[config.mk]
export PLATFORM = sky130hd
export DESIGN_NAME = sched_list_seq
export DESIGN_NICKNAME = d
export VERILOG_FILES = /design/src/rtl/sls_pkg.sv /design/src/rtl/sls_list_mem.sv /design/src/rtl/sls_trigger.sv /design/src/rtl/sls_player.sv /design/src/rtl/sls_fanout.sv /design/src/rtl/sched_list_seq.sv
export SDC_FILE = /design/constraint.sdc
export NUM_CORES = 2
export LEC_CHECK = 0
export BUFFER_PORTS_ARGS = -buffer_cell sky130_fd_sc_hd__buf_4
export CAP_MARGIN = 0
export CORE_AREA = 5 5 500 502
export CTS_CLUSTER_SIZE = 12
export DETAILED_ROUTE_END_ITERATION = 16
export DIE_AREA = 0 0 505 507
export GPL_TIMING_DRIVEN = 0
export SYNTH_ARGS = -nofsm -noshare
export SYNTH_HDL_FRONTEND = slang
export SYNTH_HIERARCHICAL = 1
export SYNTH_SLANG_ARGS = --single-unit
[constraint.sdc]
create_clock -name clk -period 9.55 [get_ports clk]
set_input_delay 1.91 -clock clk [delete_from_list [all_inputs] [get_ports clk]]
set_output_delay 1.91 -clock clk [all_outputs]
set_load 0.1 [all_outputs]
[src/rtl/sls_pkg.sv]
package sls_pkg;

  // Clamp a requested list length to the storage depth.
  function automatic int unsigned clip_len(input int unsigned raw, input int unsigned depth);
    return (raw > depth) ? depth : raw;
  endfunction

  // Saturating increment.
  function automatic int unsigned sat_inc(input int unsigned v, input int unsigned maxv);
    return (v >= maxv) ? maxv : v + 1;
  endfunction

endpackage

[src/rtl/sls_list_mem.sv]
module sls_list_mem #(
  parameter int DEPTH   = 64,
  parameter int DATA_W  = 16,
  parameter int DELAY_W = 12,
  localparam int IDX_W  = $clog2(DEPTH)
) (
  input  logic               clk,
  input  logic               rst_n,
  input  logic               busy,
  input  logic               wr_en,
  input  logic [IDX_W-1:0]   wr_idx,
  input  logic [DELAY_W-1:0] wr_delay,
  input  logic [DATA_W-1:0]  wr_payload,
  input  logic [IDX_W-1:0]   pay_idx,
  input  logic [IDX_W-1:0]   dly_idx,
  output logic [DATA_W-1:0]  pay_out,
  output logic [DELAY_W-1:0] dly_out
);

  logic [DELAY_W-1:0] dly_q [DEPTH];
  logic [DATA_W-1:0]  pay_q [DEPTH];
  logic               wr_accept;

  assign wr_accept = wr_en & ~busy;

  always_ff @(posedge clk) begin
    if (wr_accept && (int'(wr_idx) < DEPTH)) begin
      dly_q[wr_idx] <= wr_delay;
      pay_q[wr_idx] <= wr_payload;
    end
  end

  assign pay_out = pay_q[pay_idx];
  assign dly_out = dly_q[dly_idx];

  // stored entries do not move while the list plays
  a_r9_entry_hold: assert property (@(posedge clk) disable iff (!rst_n)
    (busy && $past(busy)) |-> ($stable(pay_q[0]) && $stable(dly_q[0])));

endmodule

[src/rtl/sls_trigger.sv]
module sls_trigger
  import sls_pkg::*;
#(
  parameter int UB_W  = 8,
  parameter int CNT_W = 8,
  localparam int SEL_W = $clog2(UB_W)
) (
  input  logic             clk,
  input  logic             rst_n,
  input  logic             tick,
  input  logic [UB_W-1:0]  user_bits,
  input  logic [SEL_W-1:0] trig_sel,
  input  logic             hw_en,
  input  logic             host_start,
  input  logic             busy,
  input  logic             len_nz,
  output logic             start,
  output logic             start_req,
  output logic [CNT_W-1:0] overrun_cnt
);

  localparam logic [CNT_W-1:0] MAXC = {CNT_W{1'b1}};

  logic hw_req;
  logic [CNT_W-1:0] overrun_q;

  assign hw_req    = hw_en & tick & user_bits[trig_sel];
  assign start_req = host_start | hw_req;
  assign start     = start_req & ~busy & len_nz;

  always_ff @(posedge clk) begin
    if (!rst_n) begin
      overrun_q <= '0;
    end else if (start_req && busy) begin
      overrun_q <= CNT_W'(sat_inc(32'(overrun_q), 32'(MAXC)));
    end
  end

  assign overrun_cnt = overrun_q;

  // refused start advances the counter by one below saturation
  a_r8_count_step: assert property (@(posedge clk) disable iff (!rst_n)
    (start_req && busy && overrun_q != MAXC) |=> (overrun_q == $past(overrun_q) + 1'b1));

  // saturated counter stays saturated
  a_r8_saturate: assert property (@(posedge clk) disable iff (!rst_n)
    (overrun_q == MAXC) |=> (overrun_q == MAXC));

  // a start not from the host needs a tick and the enable
  a_r3_hw_gate: assert property (@(posedge clk) disable iff (!rst_n)
    (start && !host_start) |-> (tick && hw_en));

endmodule

[src/rtl/sls_player.sv]
module sls_player #(
  parameter int IDX_W   = 6,
  parameter int LEN_W   = 7,
  parameter int DELAY_W = 12
) (
  input  logic               clk,
  input  logic               rst_n,
  input  logic               tick,
  input  logic               start,
  input  logic [LEN_W-1:0]   len,
  input  logic [DELAY_W-1:0] nxt_delay,
  output logic               busy,
  output logic [IDX_W-1:0]   cur_idx,
  output logic [IDX_W-1:0]   nxt_idx,
  output logic               fire,
  output logic               last
);

  logic               busy_q;
  logic [IDX_W-1:0]   idx_q;
  logic [DELAY_W-1:0] rem_q;

  function automatic logic is_last(input logic [IDX_W-1:0] i, input logic [LEN_W-1:0] n);
    return (LEN_W'(i) + LEN_W'(1)) == n;
  endfunction

  function automatic logic is_due(input logic [DELAY_W-1:0] r);
    return r == '0;
  endfunction

  assign nxt_idx = busy_q ? idx_q + 1'b1 : '0;
  assign last    = is_last(idx_q, len);
  assign fire    = busy_q & tick & is_due(rem_q);

  always_ff @(posedge clk) begin
    if (!rst_n) begin
      busy_q <= 1'b0;
      idx_q  <= '0;
      rem_q  <= '0;
    end else if (!busy_q) begin
      if (start) begin
        busy_q <= 1'b1;
        idx_q  <= '0;
        rem_q  <= nxt_delay;
      end
    end else if (tick) begin
      if (is_due(rem_q)) begin
        if (last) begin
          busy_q <= 1'b0;
        end else begin
          idx_q <= nxt_idx;
          rem_q <= nxt_delay;
        end
      end else begin
        rem_q <= rem_q - 1'b1;
      end
    end
  end

  assign busy    = busy_q;
  assign cur_idx = idx_q;

  // an accepted start raises busy on the next cycle
  a_r2_start_busy: assert property (@(posedge clk) disable iff (!rst_n)
    start |=> busy_q);

  // firings only happen on ticks while playing
  a_r4_fire_on_tick: assert property (@(posedge clk) disable iff (!rst_n)
    fire |-> (tick && busy_q));

  // a non-final firing advances the index by one
  a_r5_idx_step: assert property (@(posedge clk) disable iff (!rst_n)
    (fire && !last) |=> (idx_q == $past(idx_q) + 1'b1));

  // busy only drops after the final entry fires
  a_r7_busy_drop: assert property (@(posedge clk) disable iff (!rst_n)
    $fell(busy_q) |-> ($past(fire) && $past(last)));

endmodule

[src/rtl/sls_fanout.sv]
module sls_fanout #(
  parameter int N_LINKS = 8,
  parameter int DATA_W  = 16
) (
  input  logic                      clk,
  input  logic                      rst_n,
  input  logic                      fire,
  input  logic [DATA_W-1:0]         payload,
  input  logic [N_LINKS-1:0]        link_en,
  output logic [N_LINKS-1:0]        link_valid,
  output logic [N_LINKS*DATA_W-1:0] link_data
);

  for (genvar i = 0; i < N_LINKS; i++) begin : g_lane
    logic              v_q;
    logic [DATA_W-1:0] d_q;

    always_ff @(posedge clk) begin
      if (!rst_n) begin
        v_q <= 1'b0;
        d_q <= '0;
      end else begin
        v_q <= fire & link_en[i];
        d_q <= (fire & link_en[i]) ? payload : '0;
      end
    end

    assign link_valid[i]                  = v_q;
    assign link_data[i*DATA_W +: DATA_W]  = d_q;

    // a lane strobes only after a firing with its mask bit set
    a_r6_lane_gate: assert property (@(posedge clk) disable iff (!rst_n)
      v_q |-> ($past(fire) && $past(link_en[i])));
  end

endmodule

[src/rtl/sched_list_seq.sv]
module sched_list_seq
  import sls_pkg::*;
#(
  parameter int N_LINKS = 8,
  parameter int DEPTH   = 64,
  parameter int DATA_W  = 16,
  parameter int DELAY_W = 12,
  parameter int UB_W    = 8,
  parameter int CNT_W   = 8,
  localparam int IDX_W  = $clog2(DEPTH),
  localparam int LEN_W  = $clog2(DEPTH + 1),
  localparam int SEL_W  = $clog2(UB_W)
) (
  input  logic                      clk,
  input  logic                      rst_n,
  input  logic                      tick,
  input  logic                      ent_we,
  input  logic [IDX_W-1:0]          ent_idx,
  input  logic [DELAY_W-1:0]        ent_delay,
  input  logic [DATA_W-1:0]         ent_payload,
  input  logic                      cfg_we,
  input  logic [LEN_W-1:0]          cfg_len,
  input  logic [N_LINKS-1:0]        cfg_link_en,
  input  logic [SEL_W-1:0]          cfg_trig_sel,
  input  logic                      cfg_hw_en,
  input  logic [UB_W-1:0]           user_bits,
  input  logic                      host_start,
  output logic [N_LINKS-1:0]        link_valid,
  output logic [N_LINKS*DATA_W-1:0] link_data,
  output logic                      busy,
  output logic [CNT_W-1:0]          overrun_cnt,
  output logic                      wr_reject
);

  // configuration state
  logic [LEN_W-1:0]   len_q;
  logic [N_LINKS-1:0] en_q;
  logic [SEL_W-1:0]   sel_q;
  logic               hw_en_q;
  logic               rej_q;

  // internal events
  logic               play_busy;
  logic               start_ok;
  logic               start_req;
  logic               fire_ev;
  logic               last_ev;
  logic [IDX_W-1:0]   cur_idx;
  logic [IDX_W-1:0]   nxt_idx;
  logic [DATA_W-1:0]  cur_payload;
  logic [DELAY_W-1:0] nxt_delay;

  always_ff @(posedge clk) begin
    if (!rst_n) begin
      len_q   <= '0;
      en_q    <= '0;
      sel_q   <= '0;
      hw_en_q <= 1'b0;
      rej_q   <= 1'b0;
    end else begin
      rej_q <= (ent_we | cfg_we) & play_busy;
      if (cfg_we && !play_busy) begin
        len_q   <= LEN_W'(clip_len(32'(cfg_len), DEPTH));
        en_q    <= cfg_link_en;
        sel_q   <= cfg_trig_sel;
        hw_en_q <= cfg_hw_en;
      end
    end
  end

  sls_list_mem #(.DEPTH(DEPTH), .DATA_W(DATA_W), .DELAY_W(DELAY_W)) u_mem (
    .clk        (clk),
    .rst_n      (rst_n),
    .busy       (play_busy),
    .wr_en      (ent_we),
    .wr_idx     (ent_idx),
    .wr_delay   (ent_delay),
    .wr_payload (ent_payload),
    .pay_idx    (cur_idx),
    .dly_idx    (nxt_idx),
    .pay_out    (cur_payload),
    .dly_out    (nxt_delay)
  );

  sls_trigger #(.UB_W(UB_W), .CNT_W(CNT_W)) u_trig (
    .clk         (clk),
    .rst_n       (rst_n),
    .tick        (tick),
    .user_bits   (user_bits),
    .trig_sel    (sel_q),
    .hw_en       (hw_en_q),
    .host_start  (host_start),
    .busy        (play_busy),
    .len_nz      (len_q != '0),
    .start       (start_ok),
    .start_req   (start_req),
    .overrun_cnt (overrun_cnt)
  );

  sls_player #(.IDX_W(IDX_W), .LEN_W(LEN_W), .DELAY_W(DELAY_W)) u_play (
    .clk       (clk),
    .rst_n     (rst_n),
    .tick      (tick),
    .start     (start_ok),
    .len       (len_q),
    .nxt_delay (nxt_delay),
    .busy      (play_busy),
    .cur_idx   (cur_idx),
    .nxt_idx   (nxt_idx),
    .fire      (fire_ev),
    .last      (last_ev)
  );

  sls_fanout #(.N_LINKS(N_LINKS), .DATA_W(DATA_W)) u_fan (
    .clk        (clk),
    .rst_n      (rst_n),
    .fire       (fire_ev),
    .payload    (cur_payload),
    .link_en    (en_q),
    .link_valid (link_valid),
    .link_data  (link_data)
  );

  assign busy      = play_busy;
  assign wr_reject = rej_q;

  // a reject flag always traces back to a busy cycle
  a_r9_reject_src: assert property (@(posedge clk) disable iff (!rst_n)
    rej_q |-> $past(play_busy));

  // configuration is frozen during playback
  a_r9_cfg_frozen: assert property (@(posedge clk) disable iff (!rst_n)
    (play_busy && $past(play_busy)) |-> ($stable(en_q) && $stable(len_q)));

  // the stored length never exceeds the depth
  a_r10_len_clip: assert property (@(posedge clk) disable iff (!rst_n)
    $past(cfg_we && !play_busy) |-> (32'(len_q) <= DEPTH));

  // a refused start never disturbs an ongoing playback's busy
  a_r8_no_restart: assert property (@(posedge clk) disable iff (!rst_n)
    (start_req && play_busy && !fire_ev) |=> play_busy);

endmodule

======== Word-level counts from Yosys, hierarchy flattened ========
Memories as Yosys holds them, arrays and structs flattened. A register that Yosys moved wholly into a read port is not among the register bits.
Index checks and enable logic that the tools add are counted.
operators by class
  multiplexer cells ....................... 24
  bitwise logic cells ..................... 19
  reduce and logical (&&, ||, !) cells .... 16
  order comparisons ....................... 3
  eq/ne operators ......................... 5
  $add $sub $neg .......................... 4
operators with widths
  cell                   count
  $mux 12                5
  $mux 6                 8
  $and 1x1->1            16
  $reduce_and 2->1       8
  $logic_not 12->1       1
  $sub 12x1->12 const B  1
  $add 8x1->8 const B    1
  $ge 8x8->1 const B     1
  $mux 1                 8
  $mux 8                 1
  $add 6x1->7 const B    1
  $eq 7x7->1             1
  $gt 7x7->1 const B     1
  $mux 7                 1
  $reduce_bool 7->1      1
  $add 6x1->6 const B    1
  $ne 2x2->1 const B     3
  $lt 3x4->1 const B     1
  $reduce_and 4->1       1
  $bmux 1 s3             1
  $ne 3x3->1 const B     1
  $reduce_and 3->1       1
  $logic_and 1x1->1      2
  $or 1x1->1             2
  3 further kinds        3
word-level totals
  bits in registers ....................... 183
  word-level logic and storage cells ...... 98
  input port bits ......................... 67
  output and inout bits ................... 146
  memories ................................ 2
  memory bits (writable) .................. 1,792
memory list
  memory       depth  bits a word  read ports  clocked after Yosys merged registers in  wr ports  RTL line            text
  u_mem.pay_q  64     16           1           1                                        1         sls_list_mem.sv:21  logic [DATA_W-1:0] pay_q [DEPTH];
  u_mem.dly_q  64     12           1           0                                        1         sls_list_mem.sv:20  logic [DELAY_W-1:0] dly_q [DEPTH];

======== Depth between registers and ports, before layout ========
  depth in word-level cells ............... 10
  gate-level depth with buffers ........... 16
  mapped depth without buffers ............ 13

======== By module ========
Netlist, hierarchy kept.
by module, submodules not included
  module          times used  sequential area each (sq um)  cells an instance  area each (sq um)
  sls_list_mem    1           53,811.6                      2,986              68,399.4
  sls_fanout      1           2,722.6                       318                4,219.0
  sls_player      1           380.4                         199                1,508.9
  sched_list_seq  1           400.4                         89                 863.3
  sls_trigger     1           160.2                         60                 530.5

======== Worst setup path after synthesis ========
No wires, ideal clock.
  kind .................................... input-to-reg
  from .................................... input ent_idx[4]
  to ...................................... memory u_mem.dly_q[16][0], enable pin
  path slack .............................. 5.212 ns
  setup time .............................. 0.413 ns
  arrival ................................. 3.925 ns
  stages on the path ...................... 4
  path through ............................ clkbuf_1 or3b_2 clkbuf_1 nor2_1
RTL lines
  item         RTL line              text
  from (decl)  sched_list_seq.sv:18  input logic [IDX_W-1:0] ent_idx,
  to (decl)    sls_list_mem.sv:20
No word-level cell before the write port.

======== Worst setup path after layout ========
  from .................................... register u_play.busy_q (netlist: u_play/busy)
  to ...................................... register u_play.rem_q[9]
between the ends
  word-level cells in the longest chain between the ends .. 6
  elaborated cells on any way between the ends .. 14
RTL lines
  item                    RTL line              text
  from (decl)             sls_player.sv:19      logic busy_q;
  from (signal assigned)  sls_player.sv:37      busy_q <= 1'b0;
  from (signal assigned)  sls_player.sv:42      busy_q <= 1'b1;
  from (signal assigned)  sls_player.sv:49      busy_q <= 1'b0;
  $mux 6 *                sls_player.sv:31      assign nxt_idx = busy_q ? idx_q + 1'b1 : '0;
  net nxt_idx[2]          sched_list_seq.sv:49  logic [IDX_W-1:0] nxt_idx;
  $mem_v2 64x12 *         -
  net nxt_delay[9]        sched_list_seq.sv:51  logic [DELAY_W-1:0] nxt_delay;
  $mux 12                 sls_player.sv:48      if (last) begin
  $mux 12                 sls_player.sv:47      if (is_due(rem_q)) begin
  $mux 12                 sls_player.sv:46      end else if (tick) begin
  $mux 12 *               sls_player.sv:40      end else if (!busy_q) begin
  to (signal assigned)    sls_player.sv:44      rem_q <= nxt_delay;
  to (signal assigned)    sls_player.sv:52      rem_q <= nxt_delay;
  to (signal assigned)    sls_player.sv:55      rem_q <= rem_q - 1'b1;
  to (decl)               sls_player.sv:21      logic [DELAY_W-1:0] rem_q;
Mark *: on every way through the listed nets, which the timed path passes. The rest lies on a longest branch. The select of a mux whose other input is x is not followed.
A chain may end at the register's enable or synchronous reset.

==> impl_metrics.json <==
{
  "wire_length_of_the_first_global_routing_pass_um": 308900,
  "cts_root_buf": "sky130_fd_sc_hd__clkbuf_16",
  "vias_in_the_first_global_route": 40310,
  "synth_enable_flop_cells": 1792,
  "timing.clock.skew_ps": 44.95,
  "arrival_ps": 6530,
  "timing.final.setup_violations": 0,
  "postCtsSetupRepairBufs": 0,
  "grt_max_degree": 65,
  "utilization": 0.3624,
  "cts_buffers": 192,
  "max_cap_viol_count": 0,
  "final_ws_setup_ps": 3756,
  "final-max-slew-violation-count": 0,
  "power_leakage_nw": 27.37,
  "globalRoute.busiestLayer": "met2",
  "sum_of_net_half_perimeters_after_detailed_placement_um": 147300,
  "synth.top_cells.by_area": "sky130_fd_sc_hd__edfxtp_1, sky130_fd_sc_hd__mux4_2, sky130_fd_sc_hd__dfxtp_1, sky130_fd_sc_hd__and4_1, sky130_fd_sc_hd__mux2i_1",
  "layout.cells.most_common": "sky130_fd_sc_hd__edfxtp_1",
  "fin_setup_tns_ps": 0,
  "port_buffers": 209,
  "holdWs_ps": 495.9,
  "finalWorstPathRequiredPeriod_ps": 5794,
  "vias": 40240,
  "drt_first_pass_iters": 5,
  "num-fill-cells": 22210,
  "finalCritPeriodShare": 0.6067,
  "power_density_cells_nw_per_um2": 195.7,
  "postRouteWirelength_um": 220600,
  "dp_cells": 7151,
  "pre_cts_ws_ps": 3979,
  "yosysTopAreaCellShare": 0.7125,
  "report.final.hold_viol_count": 0,
  "nature_of_the_critical_path_endpoint": "flip-flop",
  "gr_layer_usage_met2": 0.2704,
  "maxClockFrequency_mhz": 172.6,
  "post_route_cells_drive_above_1_share": 0.2864,
  "synth.yosys.seq_area_share": 0.7610,
  "clock_pin_slew_on_the_worst_setup_and_hold_paths_ps": 70,
  "cts.path.max_buffers": 3,
  "post-route-cell-area_sq_um": 88710,
  "drt-wirelength-per-cell_um": 29.53,
  "synth_area_leader_cell": "sky130_fd_sc_hd__edfxtp_1",
  "max-vdd-ir-drop_uv": 178.6,
  "final-seq-area_sq_um": 57480,
  "setup.worst_path.start_class": "flip-flop",
  "initial_core_utilization": 0.3085,
  "grt_setup_unrepaired": "false",
  "dpl_cell_area_sq_um": 83070,
  "synth_async_sr_flop_share": 0,
  "synth.cell_area_sq_um": 75520,
  "postCtsHoldBufs": 0,
  "cts_repair_resize_count": 0,
  "synth.ff_latch_count": 1975,
  "die_area_sq_um": 256000,
  "crit_type": "flip-flop to flip-flop",
  "floorplan.die.height_um": 507,
  "fp-row-count": 182,
  "first_iter_violations": 4820,
  "grtUsageTotal": 0.1683,
  "grt.overflow.total": 0,
  "footprint_of_the_multi_input_gates_sq_um": 17190,
  "number_of_synthesis_warnings": 6,
  "syn_nets": 3723,
  "critPathRequiredTime_ps": 10280,
  "global_route.usage.met3": 0.04100,
  "drc": 0,
  "boundaryPins": 213,
  "status": "complete, no violations",
  "worstPathMaxFanout": 20,
  "hold_class": "flip-flop to flip-flop",
  "synth_area_per_cell_sq_um": 20.68,
  "grt_use_met1": 0.2216,
  "number_of_clock_sinks": 1975,
  "power.total_mw": 17.36,
  "clock_tree.htree_level_count": 4,
  "gpl.final_weighted_congestion": 0.8571,
  "worst_slew_pin_slew_ps": 1348,
  "tritoncts": "yes",
  "drtAntennaViolNets": 0,
  "avgViaCountPerCell": 5.386,
  "most-common-layout-cells": "sky130_fd_sc_hd__edfxtp_1, sky130_fd_sc_hd__mux4_2, sky130_fd_sc_hd__buf_4, sky130_fd_sc_hd__clkbuf_16, sky130_fd_sc_hd__dfxtp_1",
  "layout.cells.non_filler": 7472,
  "timing.slew.headroom": 0.1013,
  "nets": 4196,
  "syn_to_final_growth_pct": 17.46,
  "die_w_um": 505,
  "ys.flop_type": "sky130_fd_sc_hd__edfxtp_1",
  "synthDistinctLibCells": 83,
  "syn_inst": 3652,
  "area_of_the_placeable_core_sq_um": 244800,
  "antenna_found_initial": 25,
  "clock_latency_ps": 830
}
[cell usage after synthesis, drive strengths merged, types with 10 or more instances]
library cell,count
o21ai,27
clkbuf,75
nor2b,20
nor2,104
a21oi,30
edfxtp,1792
dfxtp,183
mux2i,105
nor3,27
o22ai,35
nand2b,15
and3,22
mux4,430
and2,12
nand3,48
a221oi,13
nand2,128
a21boi,23
a31oi,10
and4,134
o221ai,19
o31ai,16
nand3b,14
buf,152
a22oi,72
a211oi,13
o211ai,16
[flip-flops by register name, indices dropped and copies added (netlist names)]
register / flops
en_q: 8
u_play/rem_q: 12
len_q: 7
u_play/cur_idx: 6
u_trig/overrun_cnt: 8
hw_en_q: 1
u_fan/g_lane.v_q: 8
u_mem/dly_q: 768
u_mem/pay_q: 1024
sel_q: 3
u_fan/g_lane.d_q: 128
u_play/busy: 1
wr_reject: 1
[routing by layer]
layer | up-vias | routed length [um]
li1 | 16210 | -
met1 | 21590 | 87420
met2 | 2020 | 104700
met3 | 420 | 19540
met4 | 6 | 8890
met5 | - | 42
[layout make-up]
type | instances | share of cell area
sequential | 1975 | 0.6479
multi-input combinational | 1441 | 0.1938
clock buffer | 268 | 0.05859
tap | 3220 | 0.04542
timing repair buffer | 279 | 0.03374
buffer | 227 | 0.01512
clock inverter | 36 | 0.004485
antenna | 17 | 0.0004796
inverter | 9 | 0.0004090
[cell families (layout without fill, tap and decap cells)]
group | after synthesis | after routing | synth area share
flops | 1975 | 1975 | 0.7610
buf+inv | 236 | 819 | 0.01824
other cells | 0 | 17 | 0
xor+xnor | 11 | 11 | 0.001657
mux | 538 | 538 | 0.1426
compound gates | 332 | 332 | 0.03285
fa+ha+maj | 4 | 4 | 0.0006627
simple gates | 556 | 556 | 0.04294
[critical path: stages, from the launching register on]
cell                       delay [ps]
sky130_fd_sc_hd__dfxtp_1          850
sky130_fd_sc_hd__clkinv_1         480
sky130_fd_sc_hd__nor2_1           670
sky130_fd_sc_hd__clkinv_1         880
sky130_fd_sc_hd__clkbuf_1         580
sky130_fd_sc_hd__mux2i_1          280
sky130_fd_sc_hd__a211oi_1         960
sky130_fd_sc_hd__nand3_1          210
sky130_fd_sc_hd__o31ai_1          290
sky130_fd_sc_hd__a22oi_1          230
sky130_fd_sc_hd__o31ai_1          260
[report_power, final]
part           total, mW  switching, mW  internal [mW]
Combinational      0.878          0.572          0.307
Sequential          9.50         0.0321           9.47
Clock               6.98           3.15           3.83
[worst paths after layout]
kind | start | end | slack, ps | cells after the start
setup / recovery | u_play/busy | u_play/rem_q[9] | 3760 | 10
hold / removal | u_play/rem_q[7] | u_play/rem_q[7] | 500 | 2
setup reg to reg | u_play/busy | u_play/rem_q[9] | 3760 | 10
hold reg to reg | u_play/rem_q[7] | u_play/rem_q[7] | 500 | 2
Note: power is estimated with default switching activity, not from simulation.
